--- src/rtl/irq_agg_pkg.sv ---
// Package irq_agg_pkg
// Shared types and defaults for the interrupt aggregator.
// Assumes nothing beyond its own constants.
package irq_agg_pkg;

    // Default source count and position of the periodic tick source
    localparam int unsigned IRQ_NSRC_DEF  = 8;
    localparam int unsigned IRQ_PULSE_DEF = 5;

    // Status clearing discipline, held in control bit 0
    typedef enum logic {
        CLR_BY_ZERO_WRITE = 1'b0,
        CLR_ON_READ       = 1'b1
    } clr_mode_e;

endpackage

--- src/rtl/irq_agg_cfg.sv ---
// Module irq_agg_cfg
// Holds the per-source enable mask and the clear-mode control bit.
// Assumes that each write strobe lasts one cycle and that the write
// data is valid in that cycle. Only bit 0 of the data matters for
// control writes.
module irq_agg_cfg
    import irq_agg_pkg::*;
#(
    parameter int unsigned N = IRQ_NSRC_DEF
) (
    input  logic         clk,
    input  logic         rst_n,
    input  logic         mask_wr,
    input  logic         ctrl_wr,
    input  logic [N-1:0] wdata,
    output logic [N-1:0] mask,
    output clr_mode_e    mode
);

    // Only bit 0 of the data goes into the control register
    logic unused_ctrl_bits;
    assign unused_ctrl_bits = ^wdata[N-1:1];

    // Mask register: reset to all sources disabled, loaded on mask write
    always_ff @(posedge clk) begin
        if (!rst_n)
            mask <= '0;
        else if (mask_wr)
            mask <= wdata;
    end

    // Clear-mode bit: reset to write-zero clearing, loaded from data bit 0
    always_ff @(posedge clk) begin
        if (!rst_n)
            mode <= CLR_BY_ZERO_WRITE;
        else if (ctrl_wr)
            mode <= clr_mode_e'(wdata[0]);
    end

endmodule

--- src/rtl/irq_clear_ctl.sv ---
// Module irq_clear_ctl
// Decides in which cycle the status vector is wiped. The decision
// depends on the clear mode: a status read in clear-on-read mode, or a
// status write of all zeros in write-zero mode.
// Assumes that the read and write strobes each last one cycle.
module irq_clear_ctl
    import irq_agg_pkg::*;
#(
    parameter int unsigned N = IRQ_NSRC_DEF
) (
    input  clr_mode_e    mode,
    input  logic         stat_rd,
    input  logic         stat_wr,
    input  logic [N-1:0] wdata,
    output logic         clr_all
);

    logic zero_write;

    // Recognise a write whose data is all zeros
    always_comb begin
        zero_write = stat_wr && (wdata == '0);
    end

    // Select the clearing event that the current mode honours
    always_comb begin
        unique case (mode)
            CLR_ON_READ:       clr_all = stat_rd;
            CLR_BY_ZERO_WRITE: clr_all = zero_write;
            default:           clr_all = 1'b0;
        endcase
    end

endmodule

--- src/rtl/irq_src_slice.sv ---
// Module irq_src_slice
// Handles one interrupt source. In the latched form, an enabled strobe
// sets a sticky pending bit. The pending bit is dropped on a clear, but
// a strobe in the same cycle wins over the clear. In the pass-through
// form, nothing is stored and the enabled strobe drives the line
// directly.
// Assumes that the enable comes from a register (no combinational path
// back).
module irq_src_slice #(
    parameter bit PULSED = 1'b0
) (
    input  logic clk,
    input  logic rst_n,
    input  logic req,
    input  logic en,
    input  logic clr,
    output logic pend,
    output logic drive
);

    generate
        if (PULSED) begin : g_pass
            logic unused_pass;
            assign unused_pass = clk ^ rst_n ^ clr;

            // Periodic tick: never latched, gated by its enable only
            always_comb begin
                pend  = 1'b0;
                drive = req & en;
            end
        end else begin : g_latch
            logic pend_q;

            // Sticky pending bit: set wins over clear so no event is lost
            always_ff @(posedge clk) begin
                if (!rst_n)
                    pend_q <= 1'b0;
                else
                    pend_q <= (pend_q & ~clr) | (req & en);
            end

            // Report the bit and drive the line while it is enabled
            always_comb begin
                pend  = pend_q;
                drive = pend_q & en;
            end
        end
    endgenerate

endmodule

--- src/rtl/irq_aggregator.sv ---
// Module irq_aggregator
// Top level of the maskable interrupt aggregator. One slice per source
// latches or passes its request. A config block holds the mask and the
// clear mode, and a clear controller wipes the status vector. The
// contributions of all sources are ORed into one line.
// Assumes that register strobes come from an outside address decoder,
// one cycle each.
module irq_aggregator
    import irq_agg_pkg::*;
#(
    parameter int unsigned N         = IRQ_NSRC_DEF,
    parameter int unsigned PULSE_IDX = IRQ_PULSE_DEF
) (
    input  logic         clk,
    input  logic         rst_n,
    input  logic [N-1:0] req_i,
    input  logic         mask_wr_i,
    input  logic         ctrl_wr_i,
    input  logic         stat_wr_i,
    input  logic         stat_rd_i,
    input  logic [N-1:0] wr_data_i,
    output logic [N-1:0] status_o,
    output logic [N-1:0] mask_o,
    output logic         irq_o
);

    clr_mode_e    mode_q;
    logic         clr_all;
    logic [N-1:0] pend_vec;
    logic [N-1:0] drive_vec;
    logic         rd_clears;

    irq_agg_cfg #(.N(N)) u_cfg (
        .clk     (clk),
        .rst_n   (rst_n),
        .mask_wr (mask_wr_i),
        .ctrl_wr (ctrl_wr_i),
        .wdata   (wr_data_i),
        .mask    (mask_o),
        .mode    (mode_q)
    );

    irq_clear_ctl #(.N(N)) u_clr (
        .mode    (mode_q),
        .stat_rd (stat_rd_i),
        .stat_wr (stat_wr_i),
        .wdata   (wr_data_i),
        .clr_all (clr_all)
    );

    generate
        for (genvar i = 0; i < N; i++) begin : g_src
            irq_src_slice #(.PULSED(i == PULSE_IDX)) u_slice (
                .clk   (clk),
                .rst_n (rst_n),
                .req   (req_i[i]),
                .en    (mask_o[i]),
                .clr   (clr_all),
                .pend  (pend_vec[i]),
                .drive (drive_vec[i])
            );
        end
    endgenerate

    // Present the status and merge all source contributions onto the line
    always_comb begin
        status_o  = pend_vec;
        irq_o     = |drive_vec;
        rd_clears = (mode_q == CLR_ON_READ);
    end

endmodule

--- config.mk ---
export PLATFORM = sky130hd
export DESIGN_NAME = irq_aggregator
export DESIGN_NICKNAME = d
export VERILOG_FILES = /design/src/rtl/irq_agg_pkg.sv /design/src/rtl/irq_agg_cfg.sv /design/src/rtl/irq_clear_ctl.sv /design/src/rtl/irq_src_slice.sv /design/src/rtl/irq_aggregator.sv
export SDC_FILE = /design/constraint.sdc
export NUM_CORES = 1
export LEC_CHECK = 0
export BUFFER_PORTS_ARGS = -buffer_cell sky130_fd_sc_hd__buf_4
export CORE_MARGIN = 10
export CORE_UTILIZATION = 42
export CTS_CLUSTER_SIZE = 16
export DETAILED_ROUTE_END_ITERATION = 12
export PLACE_DENSITY = 0.84
export SYNTH_ARGS = -nofsm -noshare
export SYNTH_HDL_FRONTEND = slang
export SYNTH_HIERARCHICAL = 1
export SYNTH_SLANG_ARGS = --single-unit
--- constraint.sdc ---
create_clock -name clk -period 1.4 [get_ports clk]
set_input_delay 0.07 -clock clk [delete_from_list [all_inputs] [get_ports clk]]
set_output_delay 0.07 -clock clk [all_outputs]
set_load 0.02 [all_outputs]
Word level (Yosys, flattened, before mapping)

Index checks and enable logic that the tools add are counted.

Bits in registers: 16
Bits of input ports: 22
Output and inout bits: 17
Logic and storage cells: 44

Reduce and logical (&&, ||, !) cells: 3
Bitwise logic cells: 31
Multiplexer cells: 1

Operators by type and width:

| kind                                  | count |
|---|---|
| 1-bit bitwise AND                     | 22 |
| 8-bit logical NOT                     | 1 |
| 8-bit OR reduction                    | 1 |
| 1-bit bitwise OR                      | 7 |
| 1-bit inverter                        | 2 |
| 1-bit one-hot mux with 2 select lines | 1 |
| 1-bit logical AND                     | 1 |

Longest topological paths before layout

Depth after elaboration: 6
Depth in mapped cells: 4
Depth with buffers taken out: 4

Modules after synthesis

Netlist, hierarchy kept.

Modules (own cells, without submodules):

| module                               | area an instance (µm²) | cells an instance | sequential area each (µm²) | times used |
|---|---|---|---|---|
| irq_agg_cfg                          | 337.8                  | 28                | 180.2                      | 1 |
| irq_src_slice (g_src[0].u_slice ...) | 43.8                   | 5                 | 20.0                       | 7 |
| irq_clear_ctl                        | 35.0                   | 4                 | 0.0                        | 1 |
| irq_src_slice (g_src[5].u_slice)     | 17.5                   | 3                 | 0.0                        | 1 |
| irq_aggregator                       | 16.3                   | 3                 | 0.0                        | 1 |

Worst setup path after synthesis

Ideal clock, no wire load.

Kind: register -> register
Start point: register u_cfg.mode
End point: register g_src[0].u_slice.g_latch.pend_q
Period minus slack after synthesis: 1.074 ns
Cell stages (with the launch flop): 5
Path slack: 0.326 ns
Buffers on the path: 0
Arrival: 0.957 ns
Library setup time: 0.116 ns
Data required time: 1.284 ns
Cells stage by stage: dfxtp_1 > nor4b_2 > a32o_1 > nand2b_1 > a21boi_1

Longest elaborated chain between the ends: 5

RTL lines:

| element                                 | RTL line             | text |
|---|---|---|
| start: declaration                      | irq_agg_cfg.sv:17    | `output clr_mode_e mode` |
| start signal: assignment                | irq_agg_cfg.sv:37    | `mode <= clr_mode_e'(wdata[0]);` |
| 1-bit inverter                          | irq_clear_ctl.sv:27  | `unique case (mode)` |
| 1-bit one-hot mux with 2 select lines * | irq_clear_ctl.sv:27  |  |
| net clr_all                             | irq_aggregator.sv:28 | `logic clr_all;` |
| 1-bit inverter *                        | irq_src_slice.sv:39  | `pend_q <= (pend_q & ~clr) \| (req & en);` |
| 1-bit bitwise AND *                     | irq_src_slice.sv:39  |  |
| 1-bit bitwise OR *                      | irq_src_slice.sv:39  |  |
| end signal: assignment                  | irq_src_slice.sv:39  |  |
| end: declaration                        | irq_src_slice.sv:32  | `logic pend_q;` |

The timed path passes the listed nets; every way through them passes the cells marked *.
A chain may end at the register's enable or synchronous reset.

Worst setup path in the final report

Start point: register u_cfg.mask[6]
End point: output port irq_o

Longest elaborated chain between the ends: 2

RTL lines:

| element                  | RTL line             | text |
|---|---|---|
| start: declaration       | irq_agg_cfg.sv:16    | `output logic [N-1:0] mask,` |
| start signal: assignment | irq_agg_cfg.sv:29    | `mask <= wdata;` |
| 1-bit bitwise AND        | irq_src_slice.sv:45  | `drive = pend_q & en;` |
| net drive_vec[6]         | irq_aggregator.sv:30 | `logic [N-1:0] drive_vec;` |
| 8-bit OR reduction       | irq_aggregator.sv:68 | `irq_o = \|drive_vec;` |
| end: declaration         | irq_aggregator.sv:24 | `output logic irq_o` |

The timed path passes the listed nets, and every way through them passes these cells.

==> results.cfg <==
[synthesis]
synth_area_per_cell_um2 = 9.770
synth.area.top_cells = dfxtp_1 45%, mux2i_1 13%, nor2b_1 7.9%, a21boi_1 7.4%, and2_1 7.0%
synth_top_cell_by_area = dfxtp_1
yosysWarnings = 6
netlist_instances = 73
synth_cell_types = 14
seq_area_frac_synth_pct = 44.91
syn-num-nets = 95
syn_area_um2 = 713.2
ys_seq_elements = 16
synth_top_cell_area_share_pct = 44.91

[worst_setup_path]
worst-path-max-fanout = 4
r2r_setup_slack_ns = 0.17
required_ns = 1.33
worstSetupPathType = reg2out
cp-end-kind = output port
cp_data_arrival_time_ns = 1.28
cp-start-kind = flip-flop

[final_layout]
num_antenna_cells = 0
mostFrequentLayoutCells = 41 x buf_4, 10 x dfxtp_1, 9 x mux2i_1, 9 x nor2b_1, 8 x nand2_1
regArea_um2 = 327.8
drive_gt1_share_pct = 49.14
fin_util_pct = 70.06
multiInputGateArea_um2 = 402.9
fill_cells = 140
final_common_cell = buf_4
syn_to_final_growth_pct = 53.16
final_cells = 132
fin_nets = 140

[timing]
hold_viol = 0
layout_min_cycle_time_ns = 1.351
clock-skew-final_ns = 0.003546
setup_violations = 0
drv_slew = 0
finalCritPeriodShare_pct = 96.51
max_freq_ghz = 0.7401

[placed_design]
portBuffers = 37
dp.cells = 124
hpwlAfterDp_mm = 1.671
routabilityCongestion = 0.7110

[global_route]
grt_usage_pct = 11.26
grt_pass1_vias = 685
grt_first_pass_wirelength_mm = 3.118
antenna_found_initial = 0
grt_max_degree = 17
grt.overflow.total = 0

[floorplanning]
start_util_pct = 45.75
io_pins = 39
core_mm2 = 0.001559
die_x_um = 61.21
die-area_mm2 = 0.003746
rows = 14
dieHeight_um = 61.21

[drt]
via_per_inst = 4.886
drt-initial-drc-count = 17
wl_per_cell_um = 16.41
drc = 0
dr.pass1.iters = 4
m1WireLength_um = 922
met3_length_um = 225
wl_mm = 2.166
ant_nets = 0
wl_met2_mm = 1.019
route.vias.total = 645
top_layer = met3

[clock_tree]
cts.htree.levels = 1
cts_tree = yes
clk_root_buffer_cell = clkbuf_4
cts.sinks = 16
cts_buffers = 3
clk_pin_slew_worst_paths_ns = 0.09
cts_buffer_depth = 2
clk_latency_ns = 0.28

[power]
p_per_area_mw_per_mm2 = 870.8
power.leakage_nw = 0.5176
ir_worst_vdd_mv = 0.5450

[min_path]
hold_path.class = in2reg

[flow_run]
maxCapViolCount = 0

[run_status]
outcome = finished, final reports clean
[per-stage QoR]
step | instance area (um^2) | hold WS (ns) | worst slack, ns | setup TNS (ns) | power (mW)
final | 1092 | 0.04234 | 0.04885 | 0 | 0.9512
after global routing | 1092 | 0.02815 | -0.05094 | -0.05094 | 0.9939
after CTS | 1035 | 0.03758 | 0.0004742 | 0 | 0.9451
after detailed placement | 992.2 | 0.3399 | 0.1930 | 0 | 0.7046
after global placement | 992.2 | 0.3241 | 0.2502 | 0 | 0.6994
after floorplan | 713.2 | 0.1982 | 0.3262 | 0 | 0.6005
[layout make-up]
class | instances | share of cell area [%]
multi-input combinational | 55 | 36.88
sequential | 16 | 30.01
timing repair buffer | 42 | 29.21
clock buffer | 3 | 2.062
tap | 16 | 1.833
[layer usage]
layer  GRT usage [%]  vias to the layer above
li1                -                      334
met1           12.11                      284
met2           18.49                       27
met3           5.350                        0
met4           4.886                        0
met5               0                        -
[state kept, by name, indices dropped and copies added, names as in the netlist]
register / flops
u_cfg/mask: 8
u_cfg/mode: 1
g_src.u_slice/pend: 7
[cell families after synthesis]
group / count (synthesis) / synth area share, %
compound gates: 8 / 8.772
buf+inv: 2 / 2.632
flops: 16 / 44.91
mux: 9 / 12.63
other cells: 1 / 0.5258
simple gates: 37 / 30.53
[synthesized netlist by cell type]
master     n
dfxtp_1   16
nor4b_2    1
buf_4      1
nor2b_1    9
nor4_1     3
buf_6      1
nor2_1     1
nand2_1    8
and2_1     8
mux2i_1    9
conb_1     1
nand2b_1   7
a21boi_1   7
a32o_1     1
[timing repair]
item,4_1_cts,5_1_grt
pin swaps,2,3
hold buffers,0,0
setup buffers,1,4
resized for setup,4,9
setup endpoints to repair,1,1
[power by group]
| group | leakage, nW | internal [mW] | switching (mW) |
|---|---|---|---|
| sequential | 0.134 | 0.482 | 0.0189 |
| combinational | 0.370 | 0.118 | 0.0966 |
| clock | 0.0138 | 0.0996 | 0.136 |
| total | 0.518 | 0.699 | 0.252 |
[path summary, 6_finish.rpt]
kind,startpoint,to,cells after the start
worst max-delay path,u_cfg/mask[6]$_SDFFE_PN0P_,irq_o,4
worst min-delay path,req_i[3],g_src[3].u_slice/pend$_SDFF_PN0_,3
worst max register to register,u_cfg/mode$_SDFFE_PN0P_,g_src[7].u_slice/pend$_SDFF_PN0_,4
worst min register to register,u_cfg/mask[1]$_SDFFE_PN0P_,g_src[1].u_slice/pend$_SDFF_PN0_,2
[critical path: stages, from the launching register on]
cell,delay (ns)
dfxtp_2,0.34
and2_4,0.16
nor4_2,0.26
nand2_1,0.10
buf_6,0.14
Power figures use the tool's default switching activity.
